File: src/rtl/bus_hold_ctrl.sv
module bus_hold_ctrl #(
  parameter int SYNC_STAGES = 2,
  parameter int DRAIN_MIN   = 2,
  parameter int REDRIVE_GAP = 1,
  parameter int RELEASE_GAP = 2,
  parameter int CNT_W       = 3
) (
  input  logic clk,
  input  logic rst_n,
  input  logic hold_n,
  input  logic nohold,
  input  logic eng_busy,
  input  logic burst_active,
  output logic bus_oe,
  output logic holda_n,
  output logic stall
);

  typedef enum logic [2:0] {S_OWN, S_DRAIN, S_TRISTATE, S_GRANTED, S_RECLAIM} state_t;

  localparam logic [CNT_W-1:0] DRAIN_LAST   = CNT_W'(DRAIN_MIN - 1);
  localparam logic [CNT_W-1:0] RELEASE_LAST = CNT_W'(RELEASE_GAP - 1);
  localparam logic [CNT_W-1:0] REDRIVE_AT   = CNT_W'(REDRIVE_GAP);
  localparam logic [CNT_W-1:0] CNT_MAX      = {CNT_W{1'b1}};

  logic [SYNC_STAGES-1:0] sync_q;
  state_t state, state_nx;
  logic [CNT_W-1:0] cnt;

  wire hold_req = ~sync_q[SYNC_STAGES-1];
  wire idle     = ~eng_busy & ~burst_active;

  always_ff @(posedge clk or negedge rst_n)
    if (!rst_n) sync_q <= '1;
    else        sync_q <= {sync_q[SYNC_STAGES-2:0], hold_n};

  always_comb begin
    state_nx = state;
    case (state)
      S_OWN:      if (hold_req && !nohold) state_nx = S_DRAIN;
      S_DRAIN:    if (!hold_req || nohold) state_nx = S_OWN;
                  else if (cnt >= DRAIN_LAST && idle) state_nx = S_TRISTATE;
      S_TRISTATE: state_nx = S_GRANTED;
      S_GRANTED:  if (!hold_req) state_nx = S_RECLAIM;
      S_RECLAIM:  if (cnt >= RELEASE_LAST) state_nx = S_OWN;
      default:    state_nx = S_OWN;
    endcase
  end

  always_ff @(posedge clk or negedge rst_n)
    if (!rst_n) begin
      state <= S_OWN;
      cnt   <= '0;
    end else begin
      state <= state_nx;
      if (state_nx != state) cnt <= '0;
      else if (cnt != CNT_MAX) cnt <= cnt + 1'b1;
    end

  assign bus_oe  = ~((state == S_TRISTATE) || (state == S_GRANTED) ||
                     ((state == S_RECLAIM) && (cnt < REDRIVE_AT)));
  assign holda_n = ~((state == S_GRANTED) || (state == S_RECLAIM));
  assign stall   = (state != S_OWN);

  p_wait_idle_r3: assert property (@(posedge clk) disable iff (!rst_n)
    $fell(bus_oe) |-> $past(~eng_busy & ~burst_active));

  p_veto_r4: assert property (@(posedge clk) disable iff (!rst_n)
    (nohold && holda_n && bus_oe) |=> bus_oe);

  p_grant_follows_float_r5: assert property (@(posedge clk) disable iff (!rst_n)
    $fell(bus_oe) |=> $fell(holda_n));

  p_no_grant_while_driven_r5: assert property (@(posedge clk) disable iff (!rst_n)
    $fell(holda_n) |-> !bus_oe);

  p_release_after_redrive_r7: assert property (@(posedge clk) disable iff (!rst_n)
    $rose(holda_n) |-> (bus_oe && $past(bus_oe)));

  p_stall_while_lent_r8: assert property (@(posedge clk) disable iff (!rst_n)
    (!bus_oe || !holda_n) |-> stall);

endmodule

File: config.mk
export PLATFORM = sky130hd
export DESIGN_NAME = bus_hold_ctrl
export DESIGN_NICKNAME = d
export VERILOG_FILES = /design/src/rtl/bus_hold_ctrl.sv
export SDC_FILE = /design/constraint.sdc
export NUM_CORES = 1
export LEC_CHECK = 0
export CORE_AREA = 2 2 39 41
export DETAILED_ROUTE_END_ITERATION = 12
export DIE_AREA = 0 0 41 43
export SKIP_LAST_GASP = 1
export SYNTH_ARGS = -nofsm -noshare
export SYNTH_HDL_FRONTEND = slang
export SYNTH_SLANG_ARGS = --single-unit
File: constraint.sdc
create_clock -name clk -period 1.7 [get_ports clk]
set_clock_uncertainty 0.05 [all_clocks]
set_input_delay 0.17 -clock clk [delete_from_list [all_inputs] [get_ports clk]]
set_output_delay 0.17 -clock clk [all_outputs]
set_load 0.005 [all_outputs]
==> impl_metrics.yaml, run 1 <==
run_status:
  status: "complete, no violations"
power_and_ir_drop:
  p_leak_nw: 0.299
  power_density_nw_per_um2: 1460
  peakVddDrop_uv: 616
  p_total_mw: 0.986
grt:
  grt_max_degree: 12
  grt_pass1_vias: 372
  grt.overflow.total: 0
  grt_pass1_wl_um: 1540
  antenna_found_initial: 0
  grt_usage: 0.136
drt:
  vias_per_cell: 4.98
  drtIter0Drc: 8
  detail_route.wirelength_um: 927
  remaining_drc_errors: 0
  dr.pass1.iters: 4
  postRouteAntennaNets: 0
  vias: 408
  wl_per_cell_um: 11.3
placed_design:
  placedCellCount: 72
  hpwlAfterDp_um: 681
  portBuffers: 8
  gp_congestion: 0.722
clock_tree:
  cts.sink_count: 8
  cts-root-buf: "clkbuf_4"
  cts_tree: "yes"
  clock_latency_ps: 250
  numCtsBuffers: 3
  hold_buffers: 0
  clk_pin_slew_worst_paths_ps: 60
  htree_levels: 1
  max-clock-path-buffers: 2
finish:
  stdcell_count: 82
  nNetsFinal: 76
  area_growth_syn_to_layout_pct: 39.8
  diodes: 0
  drive_gt1_frac: 0.364
sta:
  rsz0062_at_grt: "no"
  fin_crit_sh: 0.962
  fmax_ghz: 0.612
  drv_slew: 0
  relSlewSlack: 0.701
  min_period_ps: 1630
  setup_viol: 0
  timing.final.hold_violations: 0
  tightest_slew_ps: 448
critical_path:
  required_ps: 1770
  r2r_slack_ps: 70
  worstSetupEndpointType: "register"
  cp-startpoint: "state[1]$_DFF_PN0_"
  reg2reg_to: "cnt[0]$_DFFE_PN0P_"
  arrival_ps: 1700
  timing.rr.start: "state[1]$_DFF_PN0_"
  path_max_fanout: 5
  start_kind: "register"
  ff2ff_path_depth: 6
  crit_end: "cnt[0]$_DFFE_PN0P_"
  crit_type: "reg -> reg"
synthesis:
  synth_top_area_share: 0.310
  muxShareOfSynthArea: 0.0207
  synth_fa_ha_area_frac: 0.0775
  synth_warnings: 0
  synth_compound_area_frac: 0.134
  synthTopCellsByArea: "dfrtp_1 31%, dfstp_2 11%, ha_1 7.8%, nor2_1 4.7%, nor4_4 4.4%"
  ys_seq_area_frac: 0.419
  synthCells: 50
  yosysUniqueCellTypes: 26
  syn_nets: 59
  synth_top_family_by_area: "simple AND/OR/NAND/NOR gates"
  synthXorXnorAreaFrac: 0.0181
  synth_area_per_cell_um2: 9.68
  synth_top_area_cell: "dfrtp_1"
  yosys_register_bits: 8
  syn_area_um2: 484
  yosys.area_share.simple: 0.276
floorplanning:
  die_h_um: 43
  coreArea_um2: 1380
  num_rows: 14
  start_util: 0.350
  fp.dieArea_um2: 1760
  die_w_um: 41
  io_pins: 9
run:
  maxCapViolations: 0
worst_hold_path:
  hold_path_class: "in -> async"
==> state kept, by name, indices dropped and copies added (netlist names) <==
name / count
cnt: 3
state: 3
sync_q: 2
==> metrics by stage <==
| step | cell area, um2 | TNS (ps) | utilization | hold slack (ps) | setup WS, ps |
|---|---|---|---|---|---|
| 2_1_floorplan | 484 | 0 | - | -176 | 273 |
| 3_3_place_gp | 577 | 0 | 0.417 | 297 | 128 |
| 3_5_place_dp | 577 | 0 | 0.417 | 303 | 104 |
| 4_1_cts | 638 | -15.8 | 0.461 | 144 | -15.8 |
| 5_1_grt | 677 | 0 | 0.489 | 150 | 14.6 |
| 6_report | 677 | 0 | 0.489 | 138 | 65.4 |
==> layout by cell type (no fill, tap or decap), types with 2 or more instances in the layout <==
cell             n
or3_1            2
dlymetal6s2s_1   2
inv_1            3
dfrtp_2          4
dfrtp_1          2
nor2_1           5
clkbuf_4         3
nor4_2           2
buf_4            7
a21oi_1          3
ha_1             3
nand3_1          2
nand2_1          2
dfstp_2          2
clkdlybuf4s50_1  5
nor3_2           2
==> cell usage after synthesis, drive strengths merged <==
| cell type | instances |
|---|---|
| or3 | 2 |
| a31oi | 1 |
| nor2 | 6 |
| nor2b | 1 |
| nor4 | 4 |
| nand2 | 2 |
| o41ai | 1 |
| dfstp | 2 |
| xor2 | 1 |
| buf | 1 |
| a32oi | 1 |
| inv | 3 |
| clkbuf | 2 |
| or3b | 1 |
| a211oi | 1 |
| mux2i | 1 |
| ha | 3 |
| nor3 | 3 |
| nand3 | 2 |
| dfrtp | 6 |
| a21oi | 3 |
| a21boi | 1 |
| nand2b | 1 |
| o21a | 1 |
==> worst min-delay path by stage <==
stage | end | slack, ps | cells past startpoint
2_1_floorplan | cnt[0]$_DFFE_PN0P_ | -180 | 0
3_3_place_gp | sync_q[1]$_DFF_PN1_ | 300 | 0
3_5_place_dp | sync_q[1]$_DFF_PN1_ | 300 | 0
4_1_cts | cnt[0]$_DFFE_PN0P_ | 140 | 1
5_1_grt | cnt[0]$_DFFE_PN0P_ | 150 | 1
6_report | cnt[0]$_DFFE_PN0P_ | 140 | 1
==> repair_timing <==
item	CTS	global route
setup buffers	4	2
resized for setup	5	6
endpoints found under the setup margin	3	5
pin swaps	0	2
endpoints found under the hold margin	0	0
==> kinds of logic (layout without fill, tap and decap cells) <==
family          after synthesis  in the layout
simple gates                 22             22
compound gates                9              9
flops                         8              8
buf+inv                       6             22
fa+ha+maj                     3              3
xor+xnor                      1              1
mux                           1              1
==> routing by layer <==
layer | vias to the layer above | routed length (um) | GRT usage
li1 | 211 | - | -
met1 | 188 | 427 | 0.165
met2 | 7 | 459 | 0.191
met3 | 2 | 29 | 0.0314
met4 | 0 | 12 | 0.120
met5 | - | 0 | 0
==> where the power goes <==
part           internal [mW]  switching, mW
clock network         0.0893         0.0581
logic                  0.284          0.233
registers              0.249         0.0727
==> worst max-delay path, stage by stage, from the launching register on <==
cell and delay (ps):
dfrtp_2 430, buf_4 150, buf_4 130, buf_4 130, nand2b_1 130, a32oi_1 400
nor4_1 100
==> final cells by class <==
cell class,instances,area (um2)
clock buffers,4,26.3
fillers,134,707
inverters,3,11.3
multi-input cells,36,275
flip-flops and latches,8,208
well taps,16,20.0
repair buffers,15,136
Note: power is estimated with default switching activity, not from simulation.
==> inputs of run 2 (changes only) <==
Settings changed: GPL_TIMING_DRIVEN from default to 0.
==> run 2 against run 1 <==
Against the previous run: wire length shrank 6.1%; flip-flop and latch count unchanged; setup slack improved by 8.5 ps; cell count is 6.1% lower; sequential share of layout area grew 2.2 points; core utilization decreased by 3.3 points; worst hold slack got worse by 1.7 ps; largest power group unchanged.
==> impl_metrics.yaml, run 2 (synthesis gave the netlist of run 1 again) <==
critical_path:
  arrival_ps: 1710
  cp_cell_sequence: "ha_1, nor4_4, buf_4, a21boi_2, nor4_2"
  crit_slowest_cell: "dfrtp_2"
  critical_path.n_buffers_inverters: 1
  crit_type: "reg -> reg"
  start_kind: "register"
  required_ps: 1790
  worstSetupEndpointType: "register"
  path_max_fanout: 5
  crit_path_max_incr_delay_ps: 450
  cp_top_family: "simple AND/OR/NAND/NOR gates"
sta:
  drv_slew: 0
  worst_hold_slack_ps: 137
  fin_crit_sh: 0.956
  relSlewSlack: 0.743
  min_period_ps: 1630
  fmax_ghz: 0.615
  setup_viol: 0
  timing.final.hold_violations: 0
  setup_tns_ps: 0
  rsz0062_at_grt: "no"
  tightest_slew_ps: 385
clock_tree:
  max-clock-path-buffers: 2
  clock_latency_ps: 240
  hold_buffers: 0
  cts_tree: "yes"
  clk_pin_slew_worst_paths_ps: 50
  cts-root-buf: "clkbuf_4"
  numCtsBuffers: 3
  cts.sink_count: 8
  htree_levels: 1
grt:
  grt_pass1_wl_um: 1410
  antenna_found_initial: 0
  grt_max_degree: 12
  grt.overflow.total: 0
  grt_pass1_vias: 351
  grt_usage: 0.121
finish:
  stdcell_count: 77
  drive_gt1_frac: 0.311
  nNetsFinal: 72
  diodes: 0
  area_growth_syn_to_layout_pct: 30.5
  mostFrequentLayoutCells: "5 x nor2_1, 5 x clkdlybuf4s50_1, 4 x dfrtp_2"
  top_regs: "cnt (3), state (3), sync_q (2)"
  fillCellCount: 131
  postLayoutCoreUtil: 0.457
placed_design:
  gp_congestion: 0.734
  portBuffers: 8
  hpwlAfterDp_um: 638
  placedCellCount: 74
floorplanning:
  die_w_um: 41
  fp.dieArea_um2: 1760
  io_pins: 9
  num_rows: 14
  die_h_um: 43
  start_util: 0.350
  coreArea_um2: 1380
run_status:
  status: "complete, no violations"
power_and_ir_drop:
  p_leak_nw: 0.272
  peakVddDrop_uv: 707
  power_density_nw_per_um2: 1410
  p_total_mw: 0.893
run:
  maxCapViolations: 0
drt:
  postRouteAntennaNets: 0
  wl_per_cell_um: 11.3
  dr.pass1.iters: 2
  drtIter0Drc: 4
  remaining_drc_errors: 0
  vias_per_cell: 4.97
  detail_route.wirelength_um: 870
  vias: 383
worst_hold_path:
  hold_path_class: "in -> async"
## run 2: timing repair
action,CTS,global route
gates cloned,0,0
endpoints found under the setup margin,3,4
pin swaps,0,1
gates resized for setup,4,6
hold endpoints to repair,0,0
setup buffers,0,2
## run 2: final cells by class
cell class,count,area (um2),share of cell area
Clock buffer,3,22.5,0.0356
Multi-Input combinational cell,36,270,0.428
Sequential cell,8,208,0.329
Buffer,1,7.51,0.0119
Inverter,3,11.3,0.0178
Tap cell,16,20.0,0.0317
Timing Repair Buffer,10,92.6,0.147
## run 2: through the flow
stage | cell area [um2] | worst slack [ps]
finish | 632 | 74.0
global route | 632 | 7.38
CTS | 601 | -67.0
detailed placement | 584 | 34.7
global placement | 584 | 40.0
floorplan | 484 | 273
## run 2: power by group
part,switching [mW],internal (mW)
sequential,0.0768,0.249
combinational,0.212,0.222
clock,0.0530,0.0800
## run 2: path summary, 6_finish.rpt
| check | start | to | slack [ps] | cells after the start |
|---|---|---|---|---|
| max | cnt[0]$_DFFE_PN0P_ | cnt[0]$_DFFE_PN0P_ | 70 | 5 |
| min | rst_n | state[0]$_DFF_PN0_ | 140 | 1 |
| max reg2reg | cnt[0]$_DFFE_PN0P_ | cnt[0]$_DFFE_PN0P_ | 70 | 5 |
| min reg2reg | sync_q[0]$_DFF_PN1_ | sync_q[1]$_DFF_PN1_ | 300 | 0 |
| max in group asynchronous | rst_n | sync_q[1]$_DFF_PN1_ | 1180 | 1 |
| min in group clk | hold_n | sync_q[0]$_DFF_PN1_ | 280 | 1 |
## run 2: metal layers
layer | share of wire | wire, um | track usage
met5 | 0 | 0 | 0
met4 | 0 | 0 | 0.0800
met3 | 0.031 | 27 | 0.0314
met2 | 0.50 | 439 | 0.175
met1 | 0.46 | 403 | 0.153
==> inputs of run 3 (changes only) <==
Settings changed: CELL_PAD_IN_SITES_DETAIL_PLACEMENT from default to 1, CELL_PAD_IN_SITES_GLOBAL_PLACEMENT from default to 2, CORE_AREA 2 2 39 41 to default, CORE_MARGIN from default to 2, CORE_UTILIZATION from default to 29, DIE_AREA 0 0 41 43 to default, PLACE_DENSITY_LB_ADDON from default to 0.1.
==> run 3 against run 2 <==
Against the previous run: cell count rose by 5.2%; sequential power rose by 2%; core utilization fell by 1.3 points; combinational power rose by 24%; wire length rose by 47%; largest cell class unchanged.
==> impl_metrics.yaml, run 3 (synthesis gave the netlist of run 1 again) <==
drt:
  vias_per_cell: 5.33
  postRouteAntennaNets: 0
  drtIter0Drc: 5
  vias: 432
  dr.pass1.iters: 2
  detail_route.wirelength_um: 1280
  remaining_drc_errors: 0
  wl_per_cell_um: 15.8
critical_path:
  arrival_ps: 1740
  critical_path.n_buffers_inverters: 1
  crit_slowest_cell: "dfrtp_2"
  worstSetupEndpointType: "register"
  cp_top_family: "flip-flops"
  path_max_fanout: 5
  start_kind: "register"
  cp_cell_sequence: "ha_1, nor4_4, buf_4, o41ai_1, a211oi_1"
  crit_type: "reg -> reg"
  crit_path_max_incr_delay_ps: 460
  required_ps: 1810
power_and_ir_drop:
  p_leak_nw: 0.292
  power_density_nw_per_um2: 1520
  peakVddDrop_uv: 565
sta:
  fmax_ghz: 0.613
  fin_crit_sh: 0.960
  drv_slew: 0
  rsz0062_at_grt: "no"
  setup_viol: 0
  postLayoutSetupSlackWorst_ps: 68.8
  min_period_ps: 1630
  relSlewSlack: 0.703
  tightest_slew_ps: 443
  timing.final.hold_violations: 0
floorplanning:
  num_rows: 14
  start_util: 0.314
  io_pins: 9
  fp.dieArea_um2: 2010
  die_h_um: 44.9
  coreArea_um2: 1540
  die_w_um: 44.9
finish:
  nNetsFinal: 75
  area_growth_syn_to_layout_pct: 41.1
  diodes: 0
  finalInstanceArea_um2: 683
  mostFrequentLayoutCells: "6 x buf_4, 5 x nor2_1, 5 x clkdlybuf4s50_1"
  top_regs: "cnt (3), state (3), sync_q (2)"
  drive_gt1_frac: 0.369
  fillCellCount: 178
  final_common_cell: "buf_4"
grt:
  grt_usage: 0.150
  grt_max_degree: 12
  antenna_found_initial: 0
  grt_pass1_vias: 464
  grt.overflow.total: 0
  grt_pass1_wl_um: 2060
clock_tree:
  htree_levels: 1
  cts-root-buf: "clkbuf_4"
  hold_buffers: 0
  cts.sink_count: 8
  numCtsBuffers: 3
  clk_pin_slew_worst_paths_ps: 70
  max-clock-path-buffers: 2
  clock_latency_ps: 270
  cts_tree: "yes"
worst_hold_path:
  hold_path_class: "in -> async"
placed_design:
  hpwlAfterDp_um: 883
  place_area_um2: 584
  portBuffers: 8
  place_ws_ps: -9.85
  gp_congestion: 0.738
run:
  maxCapViolations: 0
run_status:
  status: "complete, no violations"
## run 3: worst paths after layout
kind,start,end,depth (start not counted),slack [ps]
worst max register to register,cnt[0]$_DFFE_PN0P_,state[0]$_DFF_PN0_,5,70
worst max-delay path,cnt[0]$_DFFE_PN0P_,state[0]$_DFF_PN0_,5,70
max in group asynchronous,rst_n,sync_q[0]$_DFF_PN1_,1,1160
min in group clk,hold_n,sync_q[0]$_DFF_PN1_,1,270
worst min-delay path,rst_n,cnt[2]$_DFFE_PN0P_,1,120
worst min register to register,sync_q[0]$_DFF_PN1_,sync_q[1]$_DFF_PN1_,0,310
## run 3: final cells by class
type                    instances  area, um2  share of cell area
flip-flops and latches          8        208               0.304
clock buffers                   4       26.3              0.0385
well taps                      16       20.0              0.0293
inverters                       3       11.3              0.0165
plain buffers                   1       7.51              0.0110
multi-input cells              36        293               0.429
repair buffers                 13        118               0.172
## run 3: stage by stage
step | TNS [ps] | utilization | std cells | hold WS [ps] | power, mW
floorplan | 0 | - | 50 | -176 | 0.585
global placement | 0 | 0.379 | 74 | 296 | 0.710
CTS | -128 | 0.416 | 79 | 130 | 0.982
global route | 0 | 0.443 | 81 | 153 | 1.11
finish | 0 | 0.443 | 81 | 124 | 1.04
detailed placement | -9.85 | 0.379 | 74 | 302 | 0.742
## run 3: what timing repair did
action / in CTS / in global routing
setup buffers: 3 / 2
resized for setup: 8 / 5
endpoints found under the setup margin: 5 / 5
pin swaps: 3 / 2
## run 3: routing by layer
layer  vias to the layer above  track usage  part of all wire
met5                         -            0                 0
met4                         0       0.0706             0.013
met3                         2       0.0360             0.036
met2                         7        0.287              0.54
met1                       214        0.149              0.41
li1                        209            -                 -
## run 3: power breakdown
part,internal [mW],total (mW),leakage (nW),switching [mW]
registers,0.249,0.333,0.0948,0.0841
clock network,0.0905,0.168,0.0150,0.0778
logic,0.279,0.538,0.182,0.259
